`src/rtl/sreg_pkg.sv`:
```
`timescale 1ns/1ps
package sreg_pkg;
  localparam int REG_W  = 8;
  localparam int I_POS  = 7;
  localparam int T_POS  = 6;
  localparam int H_POS  = 5;
  localparam int S_POS  = 4;
  localparam int V_POS  = 3;
  localparam int N_POS  = 2;
  localparam int Z_POS  = 1;
  localparam int C_POS  = 0;

  // sign flag rule: negative xor two's-complement overflow
  function automatic logic sign_of(input logic n, input logic v);
    return n ^ v;
  endfunction

  // true for the flags the ALU may update
  function automatic bit is_arith(input int b);
    return (b == H_POS) || (b == V_POS) || (b == N_POS) ||
           (b == Z_POS) || (b == C_POS);
  endfunction
endpackage

```
`src/rtl/sreg_flag_file.sv`:
```
`timescale 1ns/1ps
module sreg_flag_file
  import sreg_pkg::*;
(
  input  logic             clk,
  input  logic             rst_n,
  input  logic             wr_hit,
  input  logic [REG_W-1:0] wr_data,
  input  logic [REG_W-1:0] alu_en,
  input  logic [REG_W-1:0] alu_val,
  input  logic             t_we,
  input  logic             t_val,
  input  logic             i_clr,
  input  logic             i_set,
  output logic [REG_W-1:0] flags_q
);
  logic [REG_W-1:0] flags_d;

  // per-bit next-state, priority chosen by bit role
  for (genvar b = 0; b < REG_W; b++) begin : g_bit
    if (b == I_POS) begin : g_i
      assign flags_d[b] = i_clr  ? 1'b0 :
                          i_set  ? 1'b1 :
                          wr_hit ? wr_data[b] : flags_q[b];
    end else if (b == T_POS) begin : g_t
      assign flags_d[b] = wr_hit ? wr_data[b] :
                          t_we   ? t_val : flags_q[b];
    end else if (b == S_POS) begin : g_s
      assign flags_d[b] = sign_of(flags_d[N_POS], flags_d[V_POS]);
    end else begin : g_arith
      assign flags_d[b] = wr_hit    ? wr_data[b] :
                          alu_en[b] ? alu_val[b] : flags_q[b];
    end
  end

  always_ff @(posedge clk or negedge rst_n) begin
    if (!rst_n) flags_q <= '0;
    else        flags_q <= flags_d;
  end
endmodule

```
`src/rtl/sreg_bitcopy.sv`:
```
`timescale 1ns/1ps
module sreg_bitcopy #(
  parameter int DATA_W = 8,
  localparam int SEL_W = $clog2(DATA_W)
) (
  input  logic [DATA_W-1:0] bst_src,
  input  logic [SEL_W-1:0]  bit_sel,
  input  logic              t_cur,
  input  logic [DATA_W-1:0] bld_src,
  output logic              t_pick,
  output logic [DATA_W-1:0] bld_result
);
  assign t_pick = bst_src[bit_sel];

  for (genvar b = 0; b < DATA_W; b++) begin : g_ins
    assign bld_result[b] = (bit_sel == SEL_W'(b)) ? t_cur : bld_src[b];
  end
endmodule

```
`src/rtl/sreg_irq_gate.sv`:
```
`timescale 1ns/1ps
module sreg_irq_gate #(
  parameter int NUM_SRC = 4
) (
  input  logic               gie,
  input  logic [NUM_SRC-1:0] src_pending,
  input  logic [NUM_SRC-1:0] src_enable,
  output logic               irq_req
);
  logic [NUM_SRC-1:0] live;
  assign live    = src_pending & src_enable;
  assign irq_req = gie & (|live);
endmodule

```
`src/rtl/cpu_sreg.sv`:
```
`timescale 1ns/1ps
module cpu_sreg
  import sreg_pkg::*;
#(
  parameter int          ADDR_W    = 6,
  parameter logic [5:0]  SREG_ADDR = 6'h3F,
  parameter int          NUM_SRC   = 4,
  localparam int         SEL_W     = $clog2(REG_W)
) (
  input  logic               clk,
  input  logic               rst_n,
  input  logic [ADDR_W-1:0]  io_addr,
  input  logic               io_wr,
  input  logic [REG_W-1:0]   io_wdata,
  output logic [REG_W-1:0]   io_rdata,
  input  logic [REG_W-1:0]   alu_en,
  input  logic [REG_W-1:0]   alu_val,
  input  logic               bst_en,
  input  logic [REG_W-1:0]   bst_src,
  input  logic [SEL_W-1:0]   bit_sel,
  input  logic [REG_W-1:0]   bld_src,
  output logic [REG_W-1:0]   bld_result,
  input  logic               irq_accept,
  input  logic               irq_return,
  input  logic [NUM_SRC-1:0] src_pending,
  input  logic [NUM_SRC-1:0] src_enable,
  output logic               irq_req,
  output logic [REG_W-1:0]   sreg_o
);
  // named events for the checker
  logic io_hit;
  logic ev_io_write;
  logic ev_i_clear;
  logic ev_i_set;
  logic t_pick;
  logic [REG_W-1:0] flags_q;

  assign io_hit      = (io_addr == ADDR_W'(SREG_ADDR));
  assign ev_io_write = io_hit & io_wr;
  assign ev_i_clear  = irq_accept;
  assign ev_i_set    = irq_return & ~irq_accept;

  sreg_flag_file u_flags (
    .clk     (clk),
    .rst_n   (rst_n),
    .wr_hit  (ev_io_write),
    .wr_data (io_wdata),
    .alu_en  (alu_en),
    .alu_val (alu_val),
    .t_we    (bst_en),
    .t_val   (t_pick),
    .i_clr   (ev_i_clear),
    .i_set   (irq_return),
    .flags_q (flags_q)
  );

  sreg_bitcopy #(.DATA_W(REG_W)) u_bits (
    .bst_src    (bst_src),
    .bit_sel    (bit_sel),
    .t_cur      (flags_q[T_POS]),
    .bld_src    (bld_src),
    .t_pick     (t_pick),
    .bld_result (bld_result)
  );

  sreg_irq_gate #(.NUM_SRC(NUM_SRC)) u_gate (
    .gie         (flags_q[I_POS]),
    .src_pending (src_pending),
    .src_enable  (src_enable),
    .irq_req     (irq_req)
  );

  assign io_rdata = io_hit ? flags_q : '0;
  assign sreg_o   = flags_q;
endmodule

```
`config.mk`:
```
export PLATFORM = sky130hd
export DESIGN_NAME = cpu_sreg
export DESIGN_NICKNAME = d
export VERILOG_FILES = /design/src/rtl/sreg_pkg.sv /design/src/rtl/sreg_flag_file.sv /design/src/rtl/sreg_bitcopy.sv /design/src/rtl/sreg_irq_gate.sv /design/src/rtl/cpu_sreg.sv
export SDC_FILE = /design/constraint.sdc
export NUM_CORES = 1
export LEC_CHECK = 0
export ABC_CLOCK_PERIOD_IN_PS = 3910
export BUFFER_PORTS_ARGS = -buffer_cell sky130_fd_sc_hd__buf_2
export CAP_MARGIN = 15
export CORE_MARGIN = 2
export CORE_UTILIZATION = 34
export CTS_CLUSTER_DIAMETER = 50
export DETAILED_ROUTE_END_ITERATION = 12
export PLACE_DENSITY = 0.87
export SETUP_SLACK_MARGIN = 0.15
export SYNTH_ARGS = -nofsm -noshare
export SYNTH_HDL_FRONTEND = slang
export SYNTH_SLANG_ARGS = --single-unit
```
`constraint.sdc`:
```
create_clock -name clk -period 3.91 [get_ports clk]
set_input_delay 0.782 -clock clk [delete_from_list [all_inputs] [get_ports clk]]
set_output_delay 0.782 -clock clk [all_outputs]
set_load 0.005 [all_outputs]
```
==> results.txt, run 1 <==
Run status: finished clean
GRT met1 Usage: 16.2%
Sink Count: 8
Mapped cell area: 711 um^2
Sum Neg Setup Slack: 0 ns
Critical R2R Launch: u_flags.flags_q[3]
Unrepaired setup endpoints after global routing: false
Final hold violation count: 0
CTS tree: built
Number of synthesized flops with an enable pin: 0
Slew headroom: 80.5%
Sequential share of the synthesized area: 28.2%
Row count: 16
Largest net degree at the start of global routing: 16
Biggest area consumer among synthesized cells: dfrtp_1
Initial antenna violation count: 0
Synth Area per Inst: 8.88 um^2
Fmax: 394 MHz
Clk pwr share: 24.2%
Critical path endpoint category: output pin
Final core utilization: 56.9%
Synthesized instance count: 80
WP data required: 3.13 ns
Met2 usage: 33.8%
Sw frac: 27.9%
Worst-path clk slew: 0.05 ns
Count of antenna-violating nets left after detailed routing: 0
#FFs+latches synth: 8
Minimum clock period: 2.54 ns
Pwr Density: 222 nW/um^2
Critical Path Start Type: primary input
Drt drc: 0
Htree depth: 1
Core ar.: 1960 um^2
Grt met3 use: 5.15%
Leak pwr: 0.658 nW
Most frequent cells after synthesis: and3_1, dfrtp_1, mux2i_1, nor2_1
Top flop regs: u_flags.flags_q (8)
Most flops, register: u_flags.flags_q
Initial Utilization: 36.2%
I/O Buffers: 80
Vias per inst: 4.96
Worst skew pair latency: 0.25 ns
Crit path max-delay cell type: mux2_1
DR WL/cell: 11.5 um
Skew final: 0.000174 ns
Clock Root Buffer: clkbuf_4
Post-DP HPWL: 1.86 mm
Area growth syn-to-layout: 57.0%
Worst Hold Class: in2async
Nets: 221
Total number of vias: 908
CTS max path bufs: 2
Tightest Pin Transition: 0.292 ns
Final RePlAce weighted congestion: 0.709
VDD IR max: 0.0000844 V
Vert. Die Dim: 49.7 um
WL final: 2.10 mm
Share of the synthesized area in the top cell type: 28.2%
MaxCap Viol Count: 0
Post-Syn Nets: 143
Library cells used by synthesis: 29
Gate power share: 34.8%
Post-synth ARST share: 100%
Post_cts resized: 0
NetSw: 69.1 uW
Worst Path Arrival: 1.76 ns
Worst R2R Path Depth: 4
Post CTS Setup Buffer Count: 0
Max FO, Critical Path: 8
Share of cells above drive strength 1: 56.4%
Vias in the first global route: 843
Die X: 49.7 um
Warnings, synthesis: 0
Ys flop type: dfrtp_1
Drt first pass iters: 4
Max reg flops: 8
Gr busiest metal: met2
Crit path largest cell delay: 0.32 ns
Max Slew Vio Count: 0
Period utilization: 65.0%
Crit-path cells: buf_2 > nor2b_1 > nor2b_1 > mux2_1 > buf_2
Total power draw: 247 uW
Reg2reg end: u_flags.flags_q[4]
Reg2Reg Setup Slack: 2.91 ns
Die area: 2470 um^2
Internal power component: 178 uW
CTS buffer count: 3
Worst setup path category: in2out
Critical path's top delay family: simple AND/OR/NAND/NOR gates
Register share of total power: 41.0%
Total track usage: 17.3%
Grt total ovfl: 0
# diodes: 0
Global-route wire length before repair: 3.39 mm
IO Count: 88
Largest cells by area after synthesis: dfrtp_1, mux2i_1, mux2_1
Final setup vio count: 0
Buf/Inv on CP: 2
Cts hold-fix bufs: 0
DRT iter0 DRCs: 13
==> layer usage <==
metal	wire [um]	up-vias	part of all wire, %
met3	285	4	14
met2	1060	56	51
li1	-	439	-
met5	0	-	0
met1	721	409	34
met4	28	0	1.3
==> cells by family (layout without fill, tap and decap cells) <==
family | count (synthesis) | in the layout | share of synthesized area (%)
AND/OR/NAND/NOR | 32 | 32 | 23.8
multiplexers | 17 | 17 | 27.1
AO/OA/AOI/OAI | 12 | 12 | 10.2
XOR/XNOR | 2 | 2 | 2.47
buffers and inverters | 9 | 85 | 8.27
flip-flops | 8 | 8 | 28.2
==> cells in the final DEF (no fill, tap or decap), drive strengths merged, types with 3 or more instances in the layout <==
master  Yosys  routed
a21oi       6       6
buf         7      80
nand2       6       6
nor2        8       8
mux2        8       8
dfrtp       8       8
mux2i       8       8
clkbuf      0       3
and3        8       8
==> worst max-delay path by stage <==
| stage | startpoint | to | slack (ns) | cells after the start |
|---|---|---|---|---|
| CTS | bit_sel[1] | bld_result[2] | 1.36 | 5 |
| finish | bit_sel[1] | bld_result[2] | 1.37 | 5 |
| floorplan | bit_sel[1] | bld_result[2] | 1.54 | 4 |
| global route | bit_sel[1] | bld_result[2] | 1.29 | 5 |
| global placement | bit_sel[1] | bld_result[2] | 1.39 | 5 |
| detailed placement | bit_sel[1] | bld_result[2] | 1.36 | 5 |
==> power by group through the flow <==
| stage | combinational, mW | sequential, mW | clock (mW) |
|---|---|---|---|
| 6_report | 0.0860 | 0.101 | 0.0599 |
| 5_1_grt | 0.0961 | 0.103 | 0.0681 |
| 4_1_cts | 0.0871 | 0.102 | 0.0626 |
| 3_5_place_dp | 0.0865 | 0.103 | 0 |
| 3_3_place_gp | 0.0838 | 0.102 | 0 |
| 2_1_floorplan | 0.0397 | 0.102 | 0 |
==> layout make-up <==
cell class / count / area, um^2
tap: 27 / 33.8
sequential: 8 / 200
inverter: 2 / 7.51
clock buffer: 3 / 22.5
timing repair buffer: 80 / 400
fill: 193 / 846
multi-input combinational: 63 / 452
==> metrics by stage <==
stage,cell area [um^2],instances,setup WS (ns),hold slack (ns)
after floorplan,711,80,1.54,0.486
after global placement,1090,180,1.39,0.585
after detailed placement,1090,180,1.36,0.611
after CTS,1120,183,1.36,0.360
after global routing,1120,183,1.29,0.361
final,1120,183,1.37,0.362
Power figures use the tool's default switching activity.
==> run 2: changes to the inputs <==
ABC_AREA = 1   (was unset)
ABC_CLOCK_PERIOD_IN_PS = 2600   (was 3910)
CORE_UTILIZATION = 32   (was 34)
PLACE_DENSITY = 0.82   (was 0.87)
clock period = 2.6 ns   (was 3.91 ns; I/O delays follow)
==> run 2 against run 1 <==
  * Combinational power grew 60%
  * Clock-buffer cell count is the same
  * First-iteration DRC count shrank 38%
  * Die area grew 8.3%
  * Area after synthesis grew 2.6%
  * Flip-flop and latch count is the same
  * Global-route usage shrank 1.8 points
  * Highest routed layer is now met3
==> results.txt, run 2 <==
Initial Utilization: 33.3% (was 36.2%)
VDD IR max: 0.000219 V (was 0.0000844 V)
Max FO, Critical Path: 10 (was 8)
DRT iter0 DRCs: 8 (was 13)
Total number of vias: 1006 (was 908)
Crit path max-delay cell type: nor2_1 (was mux2_1)
Register area: 200 um^2 (unchanged)
Period utilization: 69.1%
Run status: finished clean (unchanged)
IO Count: 88 (unchanged)
Most flops, register: u_flags.flags_q (unchanged)
Final setup vio count: 0 (unchanged)
Warnings, synthesis: 0 (unchanged)
Vert. Die Dim: 51.7 um (was 49.7 um)
CTS tree: built (unchanged)
Worst skew pair latency: 0.25 ns (about the same)
Share of the synthesized area in the top cell type: 27.4% (was 28.2%)
Mapped cell area: 729 um^2 (was 711 um^2)
#FFs+latches synth: 8 (unchanged)
Drt first pass iters: 4 (unchanged)
Sink Count: 8 (unchanged)
Nets: 269 (was 221)
Number of synthesized flops with an enable pin: 0 (unchanged)
Minimum clock period: 1.80 ns
Worst-path clk slew: 0.06 ns (was 0.05 ns)
Leading cell type by number of instances after synthesis: nand2_1
Commonest non-fill, non-tap cell in the layout: buf_2 (unchanged)
# diodes: 0 (unchanged)
Sequential share of the synthesized area: 27.4% (was 28.2%)
Crit path largest cell delay: 0.23 ns (was 0.32 ns)
CTS buffer count: 3 (unchanged)
Synthesized instance count: 125 (was 80)
Post-synth ARST share: 100% (unchanged)
WP data required: 2.08 ns (was 3.13 ns)
Max reg flops: 8 (unchanged)
Critical Path Start Type: primary input (unchanged)
Vias per inst: 4.34 (was 4.96)
Pwr Density: 322 nW/um^2 (was 222 nW/um^2)
Final hold violation count: 0 (unchanged)
Worst Hold Class: in2async (unchanged)
Total track usage: 15.6% (was 17.3%)
Crit-path cells: buf_2 > nor2_1 > a21oi_1 > a31oi_1 > buf_2 (was buf_2 > nor2b_1 > nor2b_1 > mux2_1 > buf_2)
Worst setup path category: in2out (unchanged)
Ys flop type: dfrtp_1 (unchanged)
Slew headroom: 80.2% (was 80.5%)
DR WL/cell: 8.50 um (was 11.5 um)
Initial antenna violation count: 0 (unchanged)
Htree depth: 1 (unchanged)
Most frequent CP cell: buf_2
Biggest area consumer among synthesized cells: dfrtp_1 (unchanged)
Unrepaired setup endpoints after global routing: false (unchanged)
Number of fill cells: 243 (was 193)
CTS max path bufs: 2 (unchanged)
Clock Root Buffer: clkbuf_4 (unchanged)
Leak pwr: 0.739 nW (was 0.658 nW)
Critical path endpoint category: output pin (unchanged)
Most frequent cells in the layout: buf_2, nand2_1, inv_1, nor2_1, o21ai_0 (was buf_2, and3_1, nor2_1, mux2i_1, dfrtp_1)
Post-Syn Nets: 188 (was 143)
Grt total ovfl: 0 (unchanged)
Largest cells by area after synthesis: dfrtp_1, nand2_1, inv_1 (was dfrtp_1, mux2i_1, mux2_1)
Vias in the first global route: 866 (was 843)
Synth Area per Inst: 5.84 um^2 (was 8.88 um^2)
Cts hold-fix bufs: 0 (unchanged)
Skew final: 0.00659 ns (was 0.000174 ns)
Die area: 2680 um^2 (was 2470 um^2)
Count of antenna-violating nets left after detailed routing: 0 (unchanged)
Row count: 17 (was 16)
Worst Path Arrival: 1.28 ns (was 1.76 ns)
Final RePlAce weighted congestion: 0.642 (was 0.709)
Post_cts resized: 0 (unchanged)
Sum Neg Setup Slack: 0 ns (unchanged)
Post-DP HPWL: 1.66 mm (was 1.86 mm)
WL final: 1.97 mm (was 2.10 mm)
Die X: 51.7 um (was 49.7 um)
Drt drc: 0 (unchanged)
Total power draw: 374 uW (was 247 uW)
Global-route wire length before repair: 3.22 mm (was 3.39 mm)
Fmax: 557 MHz
Share of cells above drive strength 1: 44.6% (was 56.4%)
Area growth syn-to-layout: 59.0% (was 57.0%)
Top flop regs: u_flags.flags_q (8) (unchanged)
Post CTS Setup Buffer Count: 0 (unchanged)
I/O Buffers: 80 (unchanged)
Library cells used by synthesis: 16 (was 29)
Multi-input logic area: 430 um^2 (was 452 um^2)
Tightest Pin Transition: 0.297 ns (was 0.292 ns)
Max Slew Vio Count: 0 (unchanged)
MaxCap Viol Count: 0 (unchanged)
Core ar.: 2190 um^2 (was 1960 um^2)
Most frequent cells after synthesis: nand2_1, inv_1, nor2_1 (was and3_1, dfrtp_1, mux2i_1, nor2_1)
Largest net degree at the start of global routing: 11 (was 16)
==> run 2: cell count changes in the layout (fill, tap and decap cells not counted), sizes merged, moves of 6 or more <==
cell	change
inv	+17
nand3	+7
and3	-8
nand2	+42
o21ai	+12
mux2	-8
mux2i	-8
nor2	+6
==> run 2: logic make-up after synthesis <==
family	count (synthesis)	synth area share [%]
AND/OR/NAND/NOR	71	41.2
flip-flops	8	27.4
AO/OA/AOI/OAI	23	17.8
buffers and inverters	23	13.5
==> run 2: final cells by class <==
cell class	count	share of cell area, %
clock buffer	3	1.94
inverter	19	6.15
timing repair buffer	80	34.5
multi-input combinational	94	37.1
tap	28	3.02
sequential	8	17.3
==> run 2: layer usage <==
metal | up-vias | global-route usage, % | part of all wire, %
li1 | 549 | - | -
met1 | 408 | 18.9 | 43
met2 | 49 | 28.0 | 48
met3 | 0 | 2.87 | 9.3
met4 | 0 | 3.95 | 0
met5 | - | 0 | 0
==> run 2: path summary, 6_finish.rpt <==
kind | startpoint | end | slack, ns | cells past startpoint
max in group asynchronous | rst_n | u_flags.flags_q[5] | 2.33 | 1
min in group clk | irq_accept | u_flags.flags_q[7] | 0.41 | 2
setup reg to reg | u_flags.flags_q[3] | u_flags.flags_q[4] | 1.59 | 8
hold / removal | rst_n | u_flags.flags_q[7] | 0.10 | 1
hold reg to reg | u_flags.flags_q[6] | u_flags.flags_q[6] | 0.53 | 2
setup / recovery | bit_sel[0] | bld_result[4] | 0.80 | 5
==> run 2: critical path, delay by kind of cell <==
family	cells	cell delay [ns]
AOI/OAI and AO/OA	2	0.24
buffers and inverters	2	0.29
and+or+nand+nor	1	0.23
==> run 2: report_power, final <==
part | switching (mW) | internal (mW)
logic | 0.0690 | 0.0687
registers | 0.00698 | 0.137
clock network | 0.0393 | 0.0526
total | 0.115 | 0.259
==> run 2: metrics by stage <==
stage          hold slack, ns  utilization [%]  std cells  worst slack, ns  area [um^2]
4_1_cts                 0.102             52.9        232            0.791         1160
6_report                0.102             52.9        232            0.805         1160
3_3_place_gp            0.367             51.9        229            0.819         1140
3_5_place_dp            0.371             51.9        229            0.792         1140
5_1_grt                0.0963             52.9        232            0.695         1160
2_1_floorplan           0.224                -        125            0.986          729
